`config.mk`:
```
export PLATFORM = sky130hd
export DESIGN_NAME = gpio_bank_ctrl
export DESIGN_NICKNAME = d
export VERILOG_FILES = /design/src/rtl/gpio_bank_pkg.sv /design/src/rtl/gpio_cfg_regs.sv /design/src/rtl/gpio_data_window.sv /design/src/rtl/gpio_pad_gate.sv /design/src/rtl/gpio_bank_ctrl.sv
export SDC_FILE = /design/constraint.sdc
export NUM_CORES = 1
export LEC_CHECK = 0
export ABC_AREA = 1
export BUFFER_PORTS_ARGS = -buffer_cell sky130_fd_sc_hd__buf_4
export CAP_MARGIN = 25
export CORE_MARGIN = 4
export CORE_UTILIZATION = 47
export DETAILED_ROUTE_END_ITERATION = 6
export GPL_ROUTABILITY_DRIVEN = 0
export PLACE_DENSITY = 0.8
export SLEW_MARGIN = 15
export SYNTH_ARGS = -nofsm -noshare
export SYNTH_HDL_FRONTEND = slang
export SYNTH_SLANG_ARGS = --single-unit
```
`constraint.sdc`:
```
create_clock -name clk -period 3.4 [get_ports clk]
set_input_delay 0.68 -clock clk [delete_from_list [all_inputs] [get_ports clk]]
set_output_delay 0.68 -clock clk [all_outputs]
set_load 0.03 [all_outputs]
```
`src/rtl/gpio_bank_pkg.sv`:
```
package gpio_bank_pkg;
    localparam int GRP_W    = 8;
    localparam int NUM_GRP  = 8;
    localparam int SIO_GRP  = 5;
    localparam int ADDR_W   = 16;
    localparam int IDX_W    = 8;

    localparam logic [IDX_W-1:0] IDX_SIO     = 8'hC0;
    localparam logic [IDX_W-1:0] IDX_OE      = 8'hC8;
    localparam logic [IDX_W-1:0] IDX_BASE_HI = 8'h62;
    localparam logic [IDX_W-1:0] IDX_BASE_LO = 8'h63;

    typedef logic [GRP_W-1:0] grp_t;

    typedef struct packed {
        logic             wr;
        logic             rd;
        logic [IDX_W-1:0] idx;
        grp_t             wdata;
    } cfg_req_t;

    typedef struct packed {
        logic              wr;
        logic              rd;
        logic [ADDR_W-1:0] addr;
        grp_t              wdata;
    } io_req_t;

    function automatic logic idx_is(logic [IDX_W-1:0] idx, logic [IDX_W-1:0] bank, int g);
        return idx == IDX_W'(int'(bank) + g);
    endfunction
endpackage

```
`src/rtl/gpio_cfg_regs.sv`:
```
module gpio_cfg_regs
    import gpio_bank_pkg::*;
#(
    parameter int NGRP = NUM_GRP,
    parameter int NSIO = SIO_GRP,
    localparam int LINES = NGRP * GRP_W
) (
    input  logic              clk,
    input  logic              rst,
    input  cfg_req_t          req,
    output grp_t              rdata,
    output logic [LINES-1:0]  oe_flat,
    output logic [LINES-1:0]  sio_flat,
    output logic [ADDR_W-1:0] base
);
    grp_t base_hi, base_lo;
    grp_t rd_val;

    for (genvar g = 0; g < NGRP; g++) begin : g_grp
        grp_t oe_r;
        always_ff @(posedge clk) begin
            if (rst)
                oe_r <= '0;
            else if (req.wr && idx_is(req.idx, IDX_OE, g))
                oe_r <= req.wdata;
        end
        assign oe_flat[g*GRP_W +: GRP_W] = oe_r;

        if (g < NSIO) begin : g_switch
            grp_t sio_r;
            always_ff @(posedge clk) begin
                if (rst)
                    sio_r <= '0;
                else if (req.wr && idx_is(req.idx, IDX_SIO, g))
                    sio_r <= req.wdata;
            end
            assign sio_flat[g*GRP_W +: GRP_W] = sio_r;
        end else begin : g_fixed
            assign sio_flat[g*GRP_W +: GRP_W] = '1;
        end
    end

    always_ff @(posedge clk) begin
        if (rst) begin
            base_hi <= '0;
            base_lo <= '0;
        end else if (req.wr) begin
            if (req.idx == IDX_BASE_HI) base_hi <= req.wdata;
            if (req.idx == IDX_BASE_LO) base_lo <= req.wdata;
        end
    end
    assign base = {base_hi, base_lo};

    always_comb begin
        rd_val = '0;
        if (req.idx == IDX_BASE_HI) rd_val = base_hi;
        if (req.idx == IDX_BASE_LO) rd_val = base_lo;
        for (int g = 0; g < NGRP; g++) begin
            if (idx_is(req.idx, IDX_OE, g))  rd_val = oe_flat[g*GRP_W +: GRP_W];
            if (idx_is(req.idx, IDX_SIO, g)) rd_val = sio_flat[g*GRP_W +: GRP_W];
        end
    end

    always_ff @(posedge clk) begin
        if (rst)
            rdata <= '0;
        else if (req.rd)
            rdata <= rd_val;
    end

    // switch indexes above the implemented groups read as all ones
    p_fixed_switch_r6: assert property (@(posedge clk) disable iff (rst)
        (req.rd && req.idx >= IDX_W'(int'(IDX_SIO) + NSIO) && req.idx < IDX_W'(int'(IDX_SIO) + NGRP))
        |=> (rdata == 8'hFF));
endmodule

```
`src/rtl/gpio_data_window.sv`:
```
module gpio_data_window
    import gpio_bank_pkg::*;
#(
    parameter int NGRP = NUM_GRP,
    localparam int LINES = NGRP * GRP_W
) (
    input  logic              clk,
    input  logic              rst,
    input  io_req_t           req,
    input  logic [ADDR_W-1:0] base,
    input  logic [LINES-1:0]  pin_in,
    input  logic [LINES-1:0]  drive,
    output grp_t              rdata,
    output logic [LINES-1:0]  dout
);
    logic [ADDR_W-1:0] off;
    logic              hit;
    logic [LINES-1:0]  readback;
    grp_t              rd_val;

    assign off      = req.addr - base;
    assign hit      = (base != '0) && (req.addr >= base) && (off < ADDR_W'(NGRP));
    assign readback = (drive & dout) | (~drive & pin_in);

    for (genvar g = 0; g < NGRP; g++) begin : g_data
        grp_t q;
        always_ff @(posedge clk) begin
            if (rst)
                q <= '0;
            else if (req.wr && hit && off == ADDR_W'(g))
                q <= req.wdata;
        end
        assign dout[g*GRP_W +: GRP_W] = q;
    end

    always_comb begin
        rd_val = '0;
        for (int g = 0; g < NGRP; g++)
            if (off == ADDR_W'(g)) rd_val = readback[g*GRP_W +: GRP_W];
    end

    always_ff @(posedge clk) begin
        if (rst)
            rdata <= '0;
        else if (req.rd)
            rdata <= hit ? rd_val : '0;
    end

    // a zero base freezes the output values
    p_zero_base_frozen_r8: assert property (@(posedge clk) disable iff (rst)
        (base == '0) |=> $stable(dout));

    // reads that miss the window return zero
    p_miss_reads_zero_r3: assert property (@(posedge clk) disable iff (rst)
        (req.rd && !hit) |=> (rdata == '0));
endmodule

```
`src/rtl/gpio_pad_gate.sv`:
```
module gpio_pad_gate
    import gpio_bank_pkg::*;
#(
    parameter int NGRP = NUM_GRP,
    localparam int LINES = NGRP * GRP_W
) (
    input  logic [LINES-1:0] oe_flat,
    input  logic [LINES-1:0] sio_flat,
    output logic [LINES-1:0] drive
);
    for (genvar g = 0; g < NGRP; g++) begin : g_gate
        assign drive[g*GRP_W +: GRP_W] = oe_flat[g*GRP_W +: GRP_W] & sio_flat[g*GRP_W +: GRP_W];
    end
endmodule

```
`src/rtl/gpio_bank_ctrl.sv`:
```
module gpio_bank_ctrl
    import gpio_bank_pkg::*;
#(
    parameter int NGRP = NUM_GRP,
    parameter int NSIO = SIO_GRP,
    localparam int LINES = NGRP * GRP_W
) (
    input  logic              clk,
    input  logic              rst,
    input  logic              cfg_wr,
    input  logic              cfg_rd,
    input  logic [IDX_W-1:0]  cfg_idx,
    input  logic [GRP_W-1:0]  cfg_wdata,
    output logic [GRP_W-1:0]  cfg_rdata,
    input  logic              io_wr,
    input  logic              io_rd,
    input  logic [ADDR_W-1:0] io_addr,
    input  logic [GRP_W-1:0]  io_wdata,
    output logic [GRP_W-1:0]  io_rdata,
    input  logic [LINES-1:0]  pin_in,
    output logic [LINES-1:0]  pin_out,
    output logic [LINES-1:0]  pin_oe
);
    cfg_req_t          creq;
    io_req_t           ireq;
    logic [LINES-1:0]  oe_flat, sio_flat;
    logic [ADDR_W-1:0] base;

    assign creq = '{wr: cfg_wr, rd: cfg_rd, idx: cfg_idx, wdata: cfg_wdata};
    assign ireq = '{wr: io_wr, rd: io_rd, addr: io_addr, wdata: io_wdata};

    gpio_cfg_regs #(.NGRP(NGRP), .NSIO(NSIO)) u_cfg (
        .clk(clk), .rst(rst), .req(creq), .rdata(cfg_rdata),
        .oe_flat(oe_flat), .sio_flat(sio_flat), .base(base)
    );

    gpio_pad_gate #(.NGRP(NGRP)) u_gate (
        .oe_flat(oe_flat), .sio_flat(sio_flat), .drive(pin_oe)
    );

    gpio_data_window #(.NGRP(NGRP)) u_win (
        .clk(clk), .rst(rst), .req(ireq), .base(base), .pin_in(pin_in),
        .drive(pin_oe), .rdata(io_rdata), .dout(pin_out)
    );

    // no line drives without its output-enable bit
    p_drive_needs_oe_r4: assert property (@(posedge clk) disable iff (rst)
        (pin_oe & ~oe_flat) == '0);

    // outputs idle right after reset
    p_reset_idle_r9: assert property (@(posedge clk) disable iff (rst)
        $past(rst) |-> (pin_oe == '0 && pin_out == '0));
endmodule

```
==> impl_metrics.ini, run 1 <==
[synthesis]
ys_ff_latch = 200
yosysMostFrequentCell = nand2_1
synth_nets = 1827
syn_area_um2 = 11200
synth-edff-count = 0
synth_area_leader_cell = dfxtp_1
synth_common_cells = 414 x nand2_1, 236 x inv_1, 200 x dfxtp_1, 194 x nor2_1, 117 x a21oi_1
syn_area_per_cell_um2 = 6.62
async_reset_ff_share_pct = 0
synth_ff_type = dfxtp_1
yosysUniqueCellTypes = 47
synth.top_cell.area_share_pct = 35.6
yosysSeqAreaShare_pct = 35.6
ys_warn_count = 0
synth.area.top_cells = dfxtp_1 36%, nand2_1 14%, inv_1 7.9%, nor2_1 6.5%, a211oi_1 6.1%
synth_cells = 1699

[timing]
relSlewSlack_pct = 30.3
rsz0062_at_grt = false
clock.fmax_ghz = 0.324
setup_violations = 0
worst-slew-pin-transition_ns = 1.04
drv_slew = 0
hold_viol = 0
period_needed_ns = 3.09
skew_ns = 0.0134
period_share_pct = 90.9

[layout]
final_layout_size_suffix_gt1_share_pct = 19.6
final.fill_count = 2165
register_area_um2 = 4000
syn_to_final_growth_pct = 24.0
finalNetCount = 2043
multiInputGateArea_um2 = 5810
layout.cells.non_filler = 2246
fin_util_pct = 59.4
antenna_cells = 0
design_area_um2 = 13900

[critical_path]
crit_chain = ha_1, fa_1, inv_1, nand2_1, nand2_1, nand3_1, nand2_1, nand2_1, nand2_1, nand2_1, nand2_1, nand3_1, nor2_4, nand2_2, clkinv_2, nand2_4, inv_1, nand2_1, a31oi_1, nand2_1, a21oi_1
end_kind = flop
regToRegSetupSlack_ns = 0.31
cpMostUsedCell = nand2_1
crit_slowest_cell = fa_1
cp.required_ns = 3.78
r2r_cells = 21
slowest_delay_ns = 0.41
timing.rr.start = u_cfg.base_lo[0]$_SDFFE_PP0P_
r2r-end = u_win.rdata[1]$_SDFFE_PP0P_
crit_buf_inv = 3
crit_family = simple AND/OR/NAND/NOR gates
critPathMaxFanout = 7
worstPathArrival_ns = 3.47
crit_path_start_kind = flop
worstSetupPathType = reg -> reg

[place]
dpl_cell_area_um2 = 13400
portBuffers = 253
hpwl_um = 33300
placedCellCount = 2215

[power]
p_total_mw = 4.82
peakVddDrop_v = 0.000251
power_density_nw_per_um2 = 346
p_leak_nw = 6.17

[cts]
clock_sinks = 200
htree_levels = 4
post_cts_buffers = 0
clockBufferDepth = 2
cts_tree = built
cts_resized = 0
cts_root_buffer = clkbuf_16
numCtsBuffers = 17
postCtsHoldBufs = 0
clkLatencyLatePin_ns = 0.45
clk_pin_slew_ns = 0.08

[global_route]
grt_pass1_vias = 11707
grt_start_max_net_pins = 108
gr-total-overflow = 0
grt_pass1_wl_um = 65100
gr-usage-all-layers_pct = 31.6
antenna_found_initial = 0

[worst_hold_path]
hold_end = u_win.rdata[4]$_SDFFE_PP0P_
min_from = u_win.rdata[4]$_SDFFE_PP0P_
hold_depth = 2
hp-class = reg -> reg

[drt]
drc = 0
wl_um = 43200
routed-via-count = 12729
wl_per_cell_um = 19.2
ant_nets = 0
via_per_inst = 5.67
dr.first_iter.drc_count = 1840
dr.pass1.iters = 6

[floorplan]
die_w_um = 163
fp.dieArea_um2 = 26500
die_h_um = 163
fp-row-count = 56
start_util_pct = 47.9
coreArea_um2 = 23500
ioPinCount = 254

[flow_run]
max_cap_violations = 0

[outcome]
run_status = finished, final reports clean
-- sequential cells by signal, indices dropped and copies added, names as in the netlist --
name,flops
u_cfg.g_grp.oe_r,64
u_win.g_data.q,64
u_cfg.g_grp.g_switch.sio_r,40
u_cfg.base_hi,8
u_cfg.base_lo,8
u_cfg.rdata,8
u_win.rdata,8
-- layout by cell type (no fill, tap or decap), types with 3 or more instances in the layout --
cell       instances
a211oi_1          91
a211oi_2          16
a21oi_1          117
a221oi_1           7
a31oi_1            7
buf_12             3
buf_4            288
clkbuf_16         17
clkinv_1           3
dfxtp_1          200
ha_1              17
inv_1            236
inv_2              7
inv_6              6
nand2_1          414
nand2_2            9
nand3_1          107
nand3_2            5
nand4_1           40
nor2_1           194
nor3_1            28
nor4_1             8
o211ai_1          14
o21ai_0           48
o22ai_1            5
or2_2              8
-- layout make-up --
type / instances / area share [%]
clock buffer: 17 / 3.05
clock inverter: 14 / 0.978
tap: 319 / 2.86
sequential: 200 / 28.7
inverter: 247 / 6.66
timing repair buffer: 292 / 16.0
multi-input combinational: 1157 / 41.7
-- worst min-delay path, delay by kind of cell (launching register included) --
family             cells  cell delay (ns)
AOI/OAI and AO/OA      1             0.06
and+or+nand+nor        1             0.06
DFF                    1             0.32
-- per-stage QoR --
step	hold WS, ns	setup slack, ns	TNS, ns
after global placement	0.458	-0.0296	-0.0415
final	0.478	0.310	0
after global routing	0.494	0.0383	0
after detailed placement	0.463	-0.0927	-1.76
after CTS	0.478	0.366	0
after floorplan	0.447	0.208	0
-- cells by family (layout without fill, tap and decap cells) --
logic type | after synthesis | count (layout) | synth area share [%]
XOR/XNOR | 3 | 3 | 0.234
AND/OR/NAND/NOR | 826 | 826 | 31.7
adder cells (fa/ha/maj) | 18 | 18 | 2.07
flip-flops | 200 | 200 | 35.6
AO/OA/AOI/OAI | 310 | 310 | 17.7
buffers and inverters | 342 | 570 | 12.7
-- worst max path at each step --
stage                                        end  slack [ns]  cells past startpoint                     startpoint
5_1_grt              u_win.rdata[7]$_SDFFE_PP0P_        0.04                     21  u_cfg.base_lo[0]$_SDFFE_PP0P_
6_report             u_win.rdata[1]$_SDFFE_PP0P_        0.31                     21  u_cfg.base_lo[0]$_SDFFE_PP0P_
4_1_cts              u_win.rdata[1]$_SDFFE_PP0P_        0.37                     21  u_cfg.base_lo[0]$_SDFFE_PP0P_
3_5_place_dp         u_win.rdata[1]$_SDFFE_PP0P_       -0.09                     23                     io_addr[0]
3_3_place_gp         u_win.rdata[1]$_SDFFE_PP0P_       -0.03                     23                     io_addr[0]
2_1_floorplan  u_win.g_data[3].q[0]$_SDFFE_PP0P_        0.21                     21                     io_addr[0]
-- power breakdown --
group / leakage [nW] / internal (mW) / switching, mW
Combinational: 4.29 / 0.169 / 0.305
Sequential: 1.61 / 2.35 / 0.00555
Clock: 0.271 / 0.969 / 1.03
Total: 6.17 / 3.49 / 1.34
-- per-layer routing --
metal / vias up / share of wire, % / track usage [%]
met3: 187 / 11 / 6.56
met1: 5723 / 39 / 41.1
li1: 5987 / - / -
met5: - / 0 / 0
met4: 0 / 6.4 / 18.3
met2: 832 / 44 / 48.7
No activity file was read; power rests on OpenSTA's default activity.
==> run 2: changes to the inputs <==
--- a/config.mk
+++ b/config.mk
@@ -12,7 +12,7 @@
 export CORE_UTILIZATION = 47
 export DETAILED_ROUTE_END_ITERATION = 6
 export GPL_ROUTABILITY_DRIVEN = 0
-export PLACE_DENSITY = 0.8
+export PLACE_DENSITY = 0.71
 export SLEW_MARGIN = 15
 export SYNTH_ARGS = -nofsm -noshare
 export SYNTH_HDL_FRONTEND = slang
==> impl_metrics.ini, run 2 (synthesized netlist as in run 1, its figures left out) <==
[cts]
post_cts_buffers = 0
clock_sinks = 200
clockBufferDepth = 2
cts_tree = built
numCtsBuffers = 17
clkLatencyLatePin_ns = 0.45
clk_pin_slew_ns = 0.08
cts_resized = 0
cts_root_buffer = clkbuf_16
htree_levels = 4
postCtsHoldBufs = 0

[critical_path]
critPathMaxFanout = 9
cp.required_ns = 3.77
crit_slowest_cell = ha_1
worstPathArrival_ns = 3.49
cpMostUsedCell = nand2_1
end_kind = flop
slowest_delay_ns = 0.38
crit_path_start_kind = flop
crit_chain = inv_1, ha_1, nand2_1, nand2_1, a21oi_1, nor2_1, nor2_1, nand2_1, nand2_1, nand3_1, nor2_4, nand2_2, clkinv_2, buf_12, nand2_4, nor2_8, buf_4, nand2_2, inv_2, nand2_1, a21oi_1
worstSetupPathType = reg -> reg

[global_route]
grt_pass1_vias = 11374
grt_pass1_wl_um = 65800
gr-total-overflow = 0
antenna_found_initial = 1
grt_start_max_net_pins = 70
gr-usage-all-layers_pct = 32.1

[timing]
hold_viol = 0
hold_ws_ns = 0.479
rsz0062_at_grt = false
drv_slew = 0
setup_slack_ns = 0.280
period_share_pct = 91.8
clock.fmax_ghz = 0.321
skew_ns = 0.0152
relSlewSlack_pct = 35.5
setup_violations = 0
period_needed_ns = 3.12
worst-slew-pin-transition_ns = 0.959

[floorplan]
fp-row-count = 56
ioPinCount = 254
die_h_um = 163
fp.dieArea_um2 = 26500
start_util_pct = 47.9
die_w_um = 163
coreArea_um2 = 23500

[layout]
top_regs = u_cfg.g_grp.oe_r (64), u_win.g_data.q (64), u_cfg.g_grp.g_switch.sio_r (40)
finalNetCount = 2050
syn_to_final_growth_pct = 25.4
multiInputGateArea_um2 = 5820
design_area_um2 = 14100
final_cell_mix = 414 x nand2_1, 295 x buf_4, 236 x inv_1
final_common_cell = nand2_1
final.fill_count = 2209
register_area_um2 = 4000
fin_util_pct = 60.1
final_layout_size_suffix_gt1_share_pct = 19.9

[power]
switchingPower_mw = 1.32
p_leak_nw = 6.26
p_comb_share_pct = 9.3
seqPwrFrac_pct = 45.9
p_total_mw = 5.13
swShare_pct = 25.7
pwr-share-clk_pct = 44.8
intPower_mw = 3.81
peakVddDrop_v = 0.000233
power_density_nw_per_um2 = 363

[place]
dpl_cell_area_um2 = 13400
portBuffers = 253
hpwl_um = 34100
place_ws_ns = -0.0717

[outcome]
run_status = finished, final reports clean

[drt]
ant_nets = 0
routed-via-count = 12493
dr.first_iter.drc_count = 1782
dr.pass1.iters = 7
drc = 0
via_per_inst = 5.54
wl_um = 43900
wl_per_cell_um = 19.5

[flow_run]
max_cap_violations = 0

[worst_hold_path]
hp-class = reg -> reg
==> run 2: cell types whose count changed in the layout (fill, tap and decap cells not counted), moves of 2 or more <==
cell / before / now
inv_6: 6 / 4
inv_8: 2 / 4
bufinv_16: 0 / 4
buf_4: 288 / 295
==> run 2: path summary, 6_finish.rpt <==
check | slack (ns) | from | end | cells past startpoint
worst max-delay path | 0.28 | u_cfg.base_hi[0]$_SDFFE_PP0P_ | u_win.g_data[5].q[7]$_SDFFE_PP0P_ | 21
worst min-delay path | 0.48 | u_cfg.g_grp[0].oe_r[4]$_SDFFE_PP0P_ | u_cfg.g_grp[0].oe_r[4]$_SDFFE_PP0P_ | 2
worst max register to register | 0.28 | u_cfg.base_hi[0]$_SDFFE_PP0P_ | u_win.g_data[5].q[7]$_SDFFE_PP0P_ | 21
worst min register to register | 0.48 | u_cfg.g_grp[0].oe_r[4]$_SDFFE_PP0P_ | u_cfg.g_grp[0].oe_r[4]$_SDFFE_PP0P_ | 2
==> run 2: layout make-up <==
cell class              count  area share, %
flip-flops and latches    200           28.4
multi-input cells        1157           41.3
clock buffers              18           3.11
well taps                 319           2.83
repair buffers            299           16.2
inverters                 247           6.58
clock inverters            14           1.59
diodes                      1         0.0177
==> run 2: through the flow <==
stage | std cells | TNS (ns)
CTS | 2254 | 0
detailed placement | 2222 | -1.01
global route | 2254 | 0
global placement | 2222 | 0
finish | 2255 | 0
floorplan | 1699 | 0
==> run 2: critical path: cells and delay by family (launching register included) <==
family | cells | cell delay (ns)
AOI/OAI and AO/OA | 2 | 0.35
adders and majority gates | 1 | 0.38
buffers and inverters | 5 | 0.64
DFF | 1 | 0.34
and+or+nand+nor | 13 | 1.33
==> run 2: power groups by stage <==
stage / Clock [mW] / Combinational (mW) / Sequential, mW
after floorplan: 0 / 0.230 / 2.42
after CTS: 2.32 / 0.465 / 2.35
final: 2.30 / 0.475 / 2.35
after detailed placement: 0 / 0.463 / 2.41
after global routing: 2.39 / 0.510 / 2.35
after global placement: 0 / 0.460 / 2.41
==> run 2: per-layer routing <==
layer,vias up,wire (um),GRT usage [%]
met3,100,4770,6.43
met1,5669,18100,44.6
met4,0,1560,11.6
li1,5997,-,-
met2,727,19400,49.9
met5,-,0,0
